===== config.mk =====
export PLATFORM = sky130hd
export DESIGN_NAME = extint_detector
export DESIGN_NICKNAME = d
export VERILOG_FILES = /design/src/rtl/extint_pkg.sv /design/src/rtl/extint_sync.sv /design/src/rtl/extint_event.sv /design/src/rtl/extint_flag.sv /design/src/rtl/extint_wake.sv /design/src/rtl/extint_detector.sv
export SDC_FILE = /design/constraint.sdc
export NUM_CORES = 1
export LEC_CHECK = 0
export BUFFER_PORTS_ARGS = -buffer_cell sky130_fd_sc_hd__clkbuf_2
export CAP_MARGIN = 20
export CORE_AREA = 2 2 39 41
export CTS_BUF_LIST = sky130_fd_sc_hd__clkbuf_8
export DETAILED_ROUTE_END_ITERATION = 10
export DIE_AREA = 0 0 41 43
export GPL_ROUTABILITY_DRIVEN = 0
export PLACE_DENSITY = 0.51
export SLEW_MARGIN = 20
export SYNTH_ARGS = -nofsm -noshare
export SYNTH_HDL_FRONTEND = slang
export SYNTH_HIERARCHICAL = 1
export SYNTH_SLANG_ARGS = --single-unit

===== constraint.sdc =====
create_clock -name clk -period 1.9 [get_ports clk]
set_input_delay 0.285 -clock clk [delete_from_list [all_inputs] [get_ports clk]]
set_output_delay 0.285 -clock clk [all_outputs]
set_load 0.03 [all_outputs]

===== src/rtl/extint_pkg.sv =====
package extint_pkg;

    typedef struct packed {
        logic pin_en;
        logic act_high;
        logic level_mode;
        logic irq_en;
    } extint_cfg_t;

    localparam extint_cfg_t CFG_RESET = '{pin_en: 1'b0, act_high: 1'b0,
                                          level_mode: 1'b0, irq_en: 1'b0};

    // Map a pin sample onto "active" for the selected polarity.
    function automatic logic is_active(input logic sample, input logic act_high);
        return act_high ? sample : ~sample;
    endfunction

endpackage


===== src/rtl/extint_sync.sv =====
module extint_sync #(
    parameter int STAGES = 2
) (
    input  logic clk,
    input  logic rst,
    input  logic d,
    output logic q
);
    logic [STAGES-1:0] chain_q;

    generate
        for (genvar i = 0; i < STAGES; i++) begin : g_stage
            if (i == 0) begin : g_first
                always_ff @(posedge clk) begin
                    if (rst) chain_q[0] <= 1'b0;
                    else     chain_q[0] <= d;
                end
            end else begin : g_next
                always_ff @(posedge clk) begin
                    if (rst) chain_q[i] <= 1'b0;
                    else     chain_q[i] <= chain_q[i-1];
                end
            end
        end
    endgenerate

    assign q = chain_q[STAGES-1];
endmodule


===== src/rtl/extint_event.sv =====
module extint_event
    import extint_pkg::*;
(
    input  logic        clk,
    input  logic        rst,
    input  logic        samp,
    input  extint_cfg_t cfg,
    input  logic        cfg_we,
    output logic        event_o
);
    logic prev_q;
    logic mask_q;
    logic act_now, act_prev, edge_hit, level_hit;

    always_ff @(posedge clk) begin
        if (rst) begin
            prev_q <= 1'b0;
            mask_q <= 1'b0;
        end else begin
            prev_q <= samp;
            mask_q <= cfg_we;
        end
    end

    always_comb begin
        act_now   = is_active(samp, cfg.act_high);
        act_prev  = is_active(prev_q, cfg.act_high);
        edge_hit  = act_now & ~act_prev;
        level_hit = act_now & cfg.level_mode;
        event_o   = cfg.pin_en & ~mask_q & (edge_hit | level_hit);
    end

    a_r2_disabled_quiet: assert property (@(posedge clk) disable iff (rst)
        !cfg.pin_en |-> !event_o);
    a_r8_write_masks: assert property (@(posedge clk) disable iff (rst)
        cfg_we |=> !event_o);
    a_r5_level_holds: assert property (@(posedge clk) disable iff (rst)
        (cfg.pin_en && cfg.level_mode && !mask_q && act_now) |-> event_o);
    a_r4_no_event_inactive: assert property (@(posedge clk) disable iff (rst)
        !act_now |-> !event_o);
endmodule


===== src/rtl/extint_flag.sv =====
module extint_flag
    import extint_pkg::*;
(
    input  logic        clk,
    input  logic        rst,
    input  logic        event_i,
    input  logic        ack,
    input  extint_cfg_t cfg,
    output logic        flag,
    output logic        irq
);
    logic flag_q;

    always_ff @(posedge clk) begin
        if (rst)          flag_q <= 1'b0;
        else if (event_i) flag_q <= 1'b1;
        else if (ack)     flag_q <= 1'b0;
    end

    assign flag = flag_q;
    assign irq  = flag_q & cfg.irq_en;

    a_r7_event_wins: assert property (@(posedge clk) disable iff (rst)
        event_i |=> flag);
    a_r7_ack_clears: assert property (@(posedge clk) disable iff (rst)
        (ack && !event_i) |=> !flag);
    a_r6_poll_only: assert property (@(posedge clk) disable iff (rst)
        !cfg.irq_en |-> !irq);
    a_r4_sticky: assert property (@(posedge clk) disable iff (rst)
        (flag && !ack) |=> flag);
endmodule


===== src/rtl/extint_wake.sv =====
module extint_wake
    import extint_pkg::*;
(
    input  logic        pin_in,
    input  logic        stop_mode,
    input  extint_cfg_t cfg,
    output logic        wake
);
    always_comb begin
        wake = stop_mode & cfg.pin_en & is_active(pin_in, cfg.act_high);
    end

    always_comb begin
        if (!stop_mode) a_r9_wake_only_in_stop: assert (!wake);
    end
endmodule


===== src/rtl/extint_detector.sv =====
module extint_detector
    import extint_pkg::*;
#(
    parameter int SYNC_STAGES = 2
) (
    input  logic clk,
    input  logic rst,
    input  logic pin_in,
    input  logic cfg_we,
    input  logic cfg_pin_en,
    input  logic cfg_act_high,
    input  logic cfg_level_mode,
    input  logic cfg_irq_en,
    input  logic ack,
    input  logic stop_mode,
    output logic flag,
    output logic irq,
    output logic wake
);
    extint_cfg_t cfg_q;
    logic        samp;
    logic        event_w;

    always_ff @(posedge clk) begin
        if (rst) cfg_q <= CFG_RESET;
        else if (cfg_we) cfg_q <= '{pin_en: cfg_pin_en, act_high: cfg_act_high,
                                    level_mode: cfg_level_mode, irq_en: cfg_irq_en};
    end

    extint_sync #(.STAGES(SYNC_STAGES)) u_sync (
        .clk(clk), .rst(rst), .d(pin_in), .q(samp)
    );

    extint_event u_event (
        .clk(clk), .rst(rst), .samp(samp), .cfg(cfg_q),
        .cfg_we(cfg_we), .event_o(event_w)
    );

    extint_flag u_flag (
        .clk(clk), .rst(rst), .event_i(event_w), .ack(ack),
        .cfg(cfg_q), .flag(flag), .irq(irq)
    );

    extint_wake u_wake (
        .pin_in(pin_in), .stop_mode(stop_mode), .cfg(cfg_q), .wake(wake)
    );

    a_r1_reset_clear: assert property (@(posedge clk)
        rst |=> (!flag && !irq));
endmodule


## Yosys cells after proc, flatten, opt, wreduce, memory -nomap -nowiden

Index checks and enable logic that the tools add are counted.

- Output and inout bits: 3
- Flip-flop bits (word level): 9
- Memories kept: 0
- Input port bits: 10
- Memory bits (read-only): 0
- Memory bits (writable): 0
- Latch bits: 0
- Word-level logic and storage cells: 28

- Magnitude comparators: 0
- Equal/unequal tests: 0
- $add $sub $neg: 0
- Multiply operators: 0
- Bitwise operators: 13
- Shift operators: 0
- Multiplexer cells: 5
- Divide/modulo/power cells: 0
- Reductions and logical operators: 1

Operator list:

| operator | number |
|---|---|
| $and 1x1->1 | 7 |
| $mux 1 | 5 |
| $not 1->1 | 5 |
| $reduce_bool 2->1 | 1 |
| $or 1x1->1 | 1 |

## Depth between registers and ports, before layout

- Word-level depth: 7
- Gate-level depth with buffers: 4
- Gate-level depth less buffers: 4

## Hierarchy

The synthesis kept the hierarchy.

Modules (own cells, without submodules):

| module | area each (µm²) | cells an instance | sequential area each (µm²) | instances |
|---|---|---|---|---|
| extint_detector | 140.1 | 13 | 80.1 | 1 |
| extint_event | 85.1 | 8 | 40.0 | 1 |
| extint_sync | 52.6 | 4 | 40.0 | 1 |
| extint_flag | 45.0 | 5 | 20.0 | 1 |
| extint_wake | 15.0 | 2 | 0.0 | 1 |

## Worst setup path before layout

Ideal clock, no wire load.

- Kind: reg2out
- Start: register u_flag.flag_q (netlist: u_flag/flag)
- End: output port irq
- Required time: 1.615 ns
- Arrival: 0.846 ns
- Cell stages (with the launch flop): 2
- Setup slack: 0.769 ns
- Path buffers: 0
- Cells stage by stage: dfxtp_1 > and2_1

- Cells in the longest elaborated chain, start to end: 1

RTL lines:

| element | RTL line | RTL |
|---|---|---|
| start, declared | extint_flag.sv:12 | `logic flag_q;` |
| start signal, assigned | extint_flag.sv:15 | `if (rst) flag_q <= 1'b0;` |
| start signal, assigned | extint_flag.sv:16 | `else if (event_i) flag_q <= 1'b1;` |
| start signal, assigned | extint_flag.sv:17 | `else if (ack) flag_q <= 1'b0;` |
| $and 1x1->1 | extint_flag.sv:21 | `assign irq = flag_q & cfg.irq_en;` |
| end, declared | extint_detector.sv:17 | `output logic irq,` |

Every way passes these cells.

## Worst setup path in the final report

- Start: register cfg_q[2] in the netlist's numbering
- End: output port wake

- Cells in the longest elaborated chain, start to end: 2

RTL lines:

| element | RTL line | RTL |
|---|---|---|
| start, declared | extint_detector.sv:20 | `extint_cfg_t cfg_q;` |
| start signal, assigned | extint_detector.sv:26 | `else if (cfg_we) cfg_q <= '{pin_en: cfg_pin_en, act_high: cfg_act_high,` |
| $mux 1 | extint_pkg.sv:15 | `return act_high ? sample : ~sample;` |
| $and 1x1->1 | extint_wake.sv:10 | `wake = stop_mode & cfg.pin_en & is_active(pin_in, cfg.act_high);` |
| end, declared | extint_detector.sv:18 | `output logic wake` |

Every way passes these cells.

==> impl_metrics.env <==
export IMPL_syn_num_nets=42
export IMPL_cts_reportedPaths_clkPinSlew_ns=0.04
export IMPL_timing_critical_path_cells="xnor2_1, and3_1, clkbuf_2"
export IMPL_timing_critical_path_slowest_stage_cell="sky130_fd_sc_hd__dfxtp_1"
export IMPL_first_iter_violations=2
export IMPL_final_setup_vio_count=0
export IMPL_floorplan_initialDensity_pct=24.4
export IMPL_synth_seq_area_share_pct=53.3
export IMPL_clock_fmax_ghz=0.712
export IMPL_cts_buffer_depth=2
export IMPL_final_setup_worst_slack_ns=0.496
export IMPL_post_cts_setup_buffers=0
export IMPL_groute_usage_overall_pct=8.17
export IMPL_num_fill_cells=158
export IMPL_grt_setup_unrepaired="false"
export IMPL_row_count=14
export IMPL_whs_ns=0.290
export IMPL_cts_max_level=1
export IMPL_setup_worst_path_end_class="primary output"
export IMPL_areaGrowthSynthToFinish_pct=35.6
export IMPL_post_drt_wl_per_cell_um=9.29
export IMPL_finalMaxSlewViolations=0
export IMPL_postSynth_topFlopCell="sky130_fd_sc_hd__dfxtp_1"
export IMPL_clockRootBuffer="sky130_fd_sc_hd__clkbuf_8"
export IMPL_top_fanout_value_on_the_critical_path=3
export IMPL_hold_path_class="input port to flip-flop"
export IMPL_pwr_density_cell_mw_per_mm2=986
export IMPL_wire_length_of_the_first_global_routing_pass_um=938
export IMPL_syn_cell_area_um2=338
export IMPL_clock_skew_final_ns=0.00152
export IMPL_syn_instance_count=32
export IMPL_cts_hold_repair_buffers=0
export IMPL_drt_total_wl_um=585
export IMPL_antenna_violations_before_repair=0
export IMPL_first_global_vias=236
export IMPL_max_slew_worst_pin_slew_ns=0.184
export IMPL_synth_yosys_warnings=6
export IMPL_core_mm2=0.00138
export IMPL_yosys_cell_types_count=13
export IMPL_nNetsFinal=58
export IMPL_synth_area_leader_cell="sky130_fd_sc_hd__dfxtp_1"
export IMPL_hold_viol=0
export IMPL_cts_sinks=9
export IMPL_die_height_um=43
export IMPL_synth_edf_count=0
export IMPL_numCtsBuffers=3
export IMPL_regToRegSetupSlack_ns=0.98
export IMPL_tns_ns=0
export IMPL_drt_pass1_iter_count=2
export IMPL_setup_worst_path_start_class="flip-flop"
export IMPL_slew_limit_headroom_pct=87.7
export IMPL_fraction_of_the_core_area_covered_by_cells_at_the_end_of_the_flow_pct=33.1
export IMPL_num_vias=240
export IMPL_pre_cts_slack_ns=0.715
export IMPL_wp_data_arrival_ns=1.12
export IMPL_post_synth_top_count_cell="sky130_fd_sc_hd__dfxtp_1"
export IMPL_cts_tree="built"
export IMPL_grt_max_degree=10
export IMPL_post_route_drc_count=0
export IMPL_fp_dieArea_mm2=0.00176
export IMPL_timing_setup_critical_path_class="flip-flop to primary output"
export IMPL_netlist_top_cells_area="sky130_fd_sc_hd__dfxtp_1 53%, sky130_fd_sc_hd__mux2i_1 12%, sky130_fd_sc_hd__nor2b_1 7.4%"
export IMPL_cp_data_required_time_ns=1.62
export IMPL_irDropWorstVdd_mv=0.367
export IMPL_ys_ff_latch=9
export IMPL_insertedDiodeCount=0
export IMPL_pin_count=13
export IMPL_viasPerCell=3.81
export IMPL_overflow=0
export IMPL_synth_largest_type_area_fraction_pct=53.3
export IMPL_maxcap_viol_count=0
export IMPL_mean_syn_cell_area_um2=10.6
export IMPL_floorplan_die_width_um=41
export IMPL_fin_crit_sh_pct=73.9
export IMPL_leakage_power_nw=0.223
export IMPL_post_layout_minimum_cycle_time_ns=1.40
export IMPL_ant_nets=0
export IMPL_drive_gt1_share_pct=34.0
export IMPL_number_of_cells_upsized_or_downsized_after_cts=0
export IMPL_regArea_um2=180
export IMPL_placement_io_buffers=12
export IMPL_ys_top_cells_by_count="9 x sky130_fd_sc_hd__dfxtp_1, 4 x sky130_fd_sc_hd__mux2i_1, 4 x sky130_fd_sc_hd__nor2_1, 4 x sky130_fd_sc_hd__nor2b_1"
export IMPL_run_status="finished, final reports clean"
export IMPL_clkLatencyLatePin_ns=0.23
export IMPL_synth_async_sr_flop_share_pct=0
export IMPL_multi_input_gate_area_in_the_final_layout_um2=145
export IMPL_crit_path_max_incr_delay_ns=0.38
-- placed cells by master (no fill, tap or decap) --
| cell type | n |
|---|---|
| sky130_fd_sc_hd__clkbuf_8 | 3 |
| sky130_fd_sc_hd__nand2b_1 | 1 |
| sky130_fd_sc_hd__a21oi_2 | 1 |
| sky130_fd_sc_hd__inv_1 | 3 |
| sky130_fd_sc_hd__and3_1 | 1 |
| sky130_fd_sc_hd__clkbuf_2 | 12 |
| sky130_fd_sc_hd__nor2b_1 | 4 |
| sky130_fd_sc_hd__nor2_1 | 4 |
| sky130_fd_sc_hd__xor2_1 | 1 |
| sky130_fd_sc_hd__o2111a_1 | 1 |
| sky130_fd_sc_hd__xnor2_1 | 2 |
| sky130_fd_sc_hd__mux2i_1 | 4 |
| sky130_fd_sc_hd__and2_1 | 1 |
| sky130_fd_sc_hd__dfxtp_1 | 9 |
-- state kept, by name, indices dropped and copies added, names as in the netlist --
| name | flops |
|---|---|
| u_sync/chain_q | 1 |
| u_event/mask_q | 1 |
| u_flag/flag | 1 |
| u_event/prev_q | 1 |
| u_sync/q | 1 |
| cfg_q | 4 |
-- where the power goes --
group | switching (W) | leakage (nW) | internal, W
clock network | 0.0000724 | 0.0269 | 0.000140
logic | 0.0000160 | 0.122 | 0.0000187
registers | 0.00000513 | 0.0741 | 0.000199
total | 0.0000936 | 0.223 | 0.000358
-- per-stage QoR --
step | cell area [µm²] | std cells | power [W]
after global placement | 413 | 59 | 0.000242
final | 458 | 63 | 0.000451
after global routing | 458 | 63 | 0.000470
after floorplan | 338 | 32 | 0.000227
after CTS | 458 | 63 | 0.000461
after detailed placement | 413 | 59 | 0.000243
-- logic make-up (layout without fill, tap and decap cells) --
| group | after synthesis | after routing | synth area share (%) |
|---|---|---|---|
| simple gates | 11 | 11 | 17.4 |
| flops | 9 | 9 | 53.3 |
| mux | 4 | 4 | 11.9 |
| xor+xnor | 3 | 3 | 7.78 |
| buf+inv | 3 | 18 | 3.70 |
| compound gates | 2 | 2 | 5.93 |
-- critical path: cells and delay by family (launching register included) --
kind          cells  cell delay (ns)
xor+xnor          1             0.15
simple gates      1             0.17
buf+inv           1             0.20
flops             1             0.38
-- path summary, 6_finish.rpt --
path / start / to / depth (start not counted)
min: cfg_act_high / cfg_q[2] / 3
min reg2reg: u_sync/chain_q[0] / u_sync/q / 1
max: cfg_q[2] / wake / 3
max reg2reg: u_sync/q / u_flag/flag / 4
-- cell type report --
type	instances	area share, %
clock buffers	3	9.02
inverters	2	1.64
multi-input cells	20	31.7
repair buffers	12	13.1
well taps	16	4.37
clock inverters	1	0.820
flip-flops and latches	9	39.3
-- layer usage --
metal,up-vias,wire length (µm),track usage (%)
met5,-,0,0
met4,0,0,6.00
met3,0,51,1.57
met2,9,266,10.6
met1,100,268,11.4
li1,131,-,-
(Power assumes the default switching activity.)
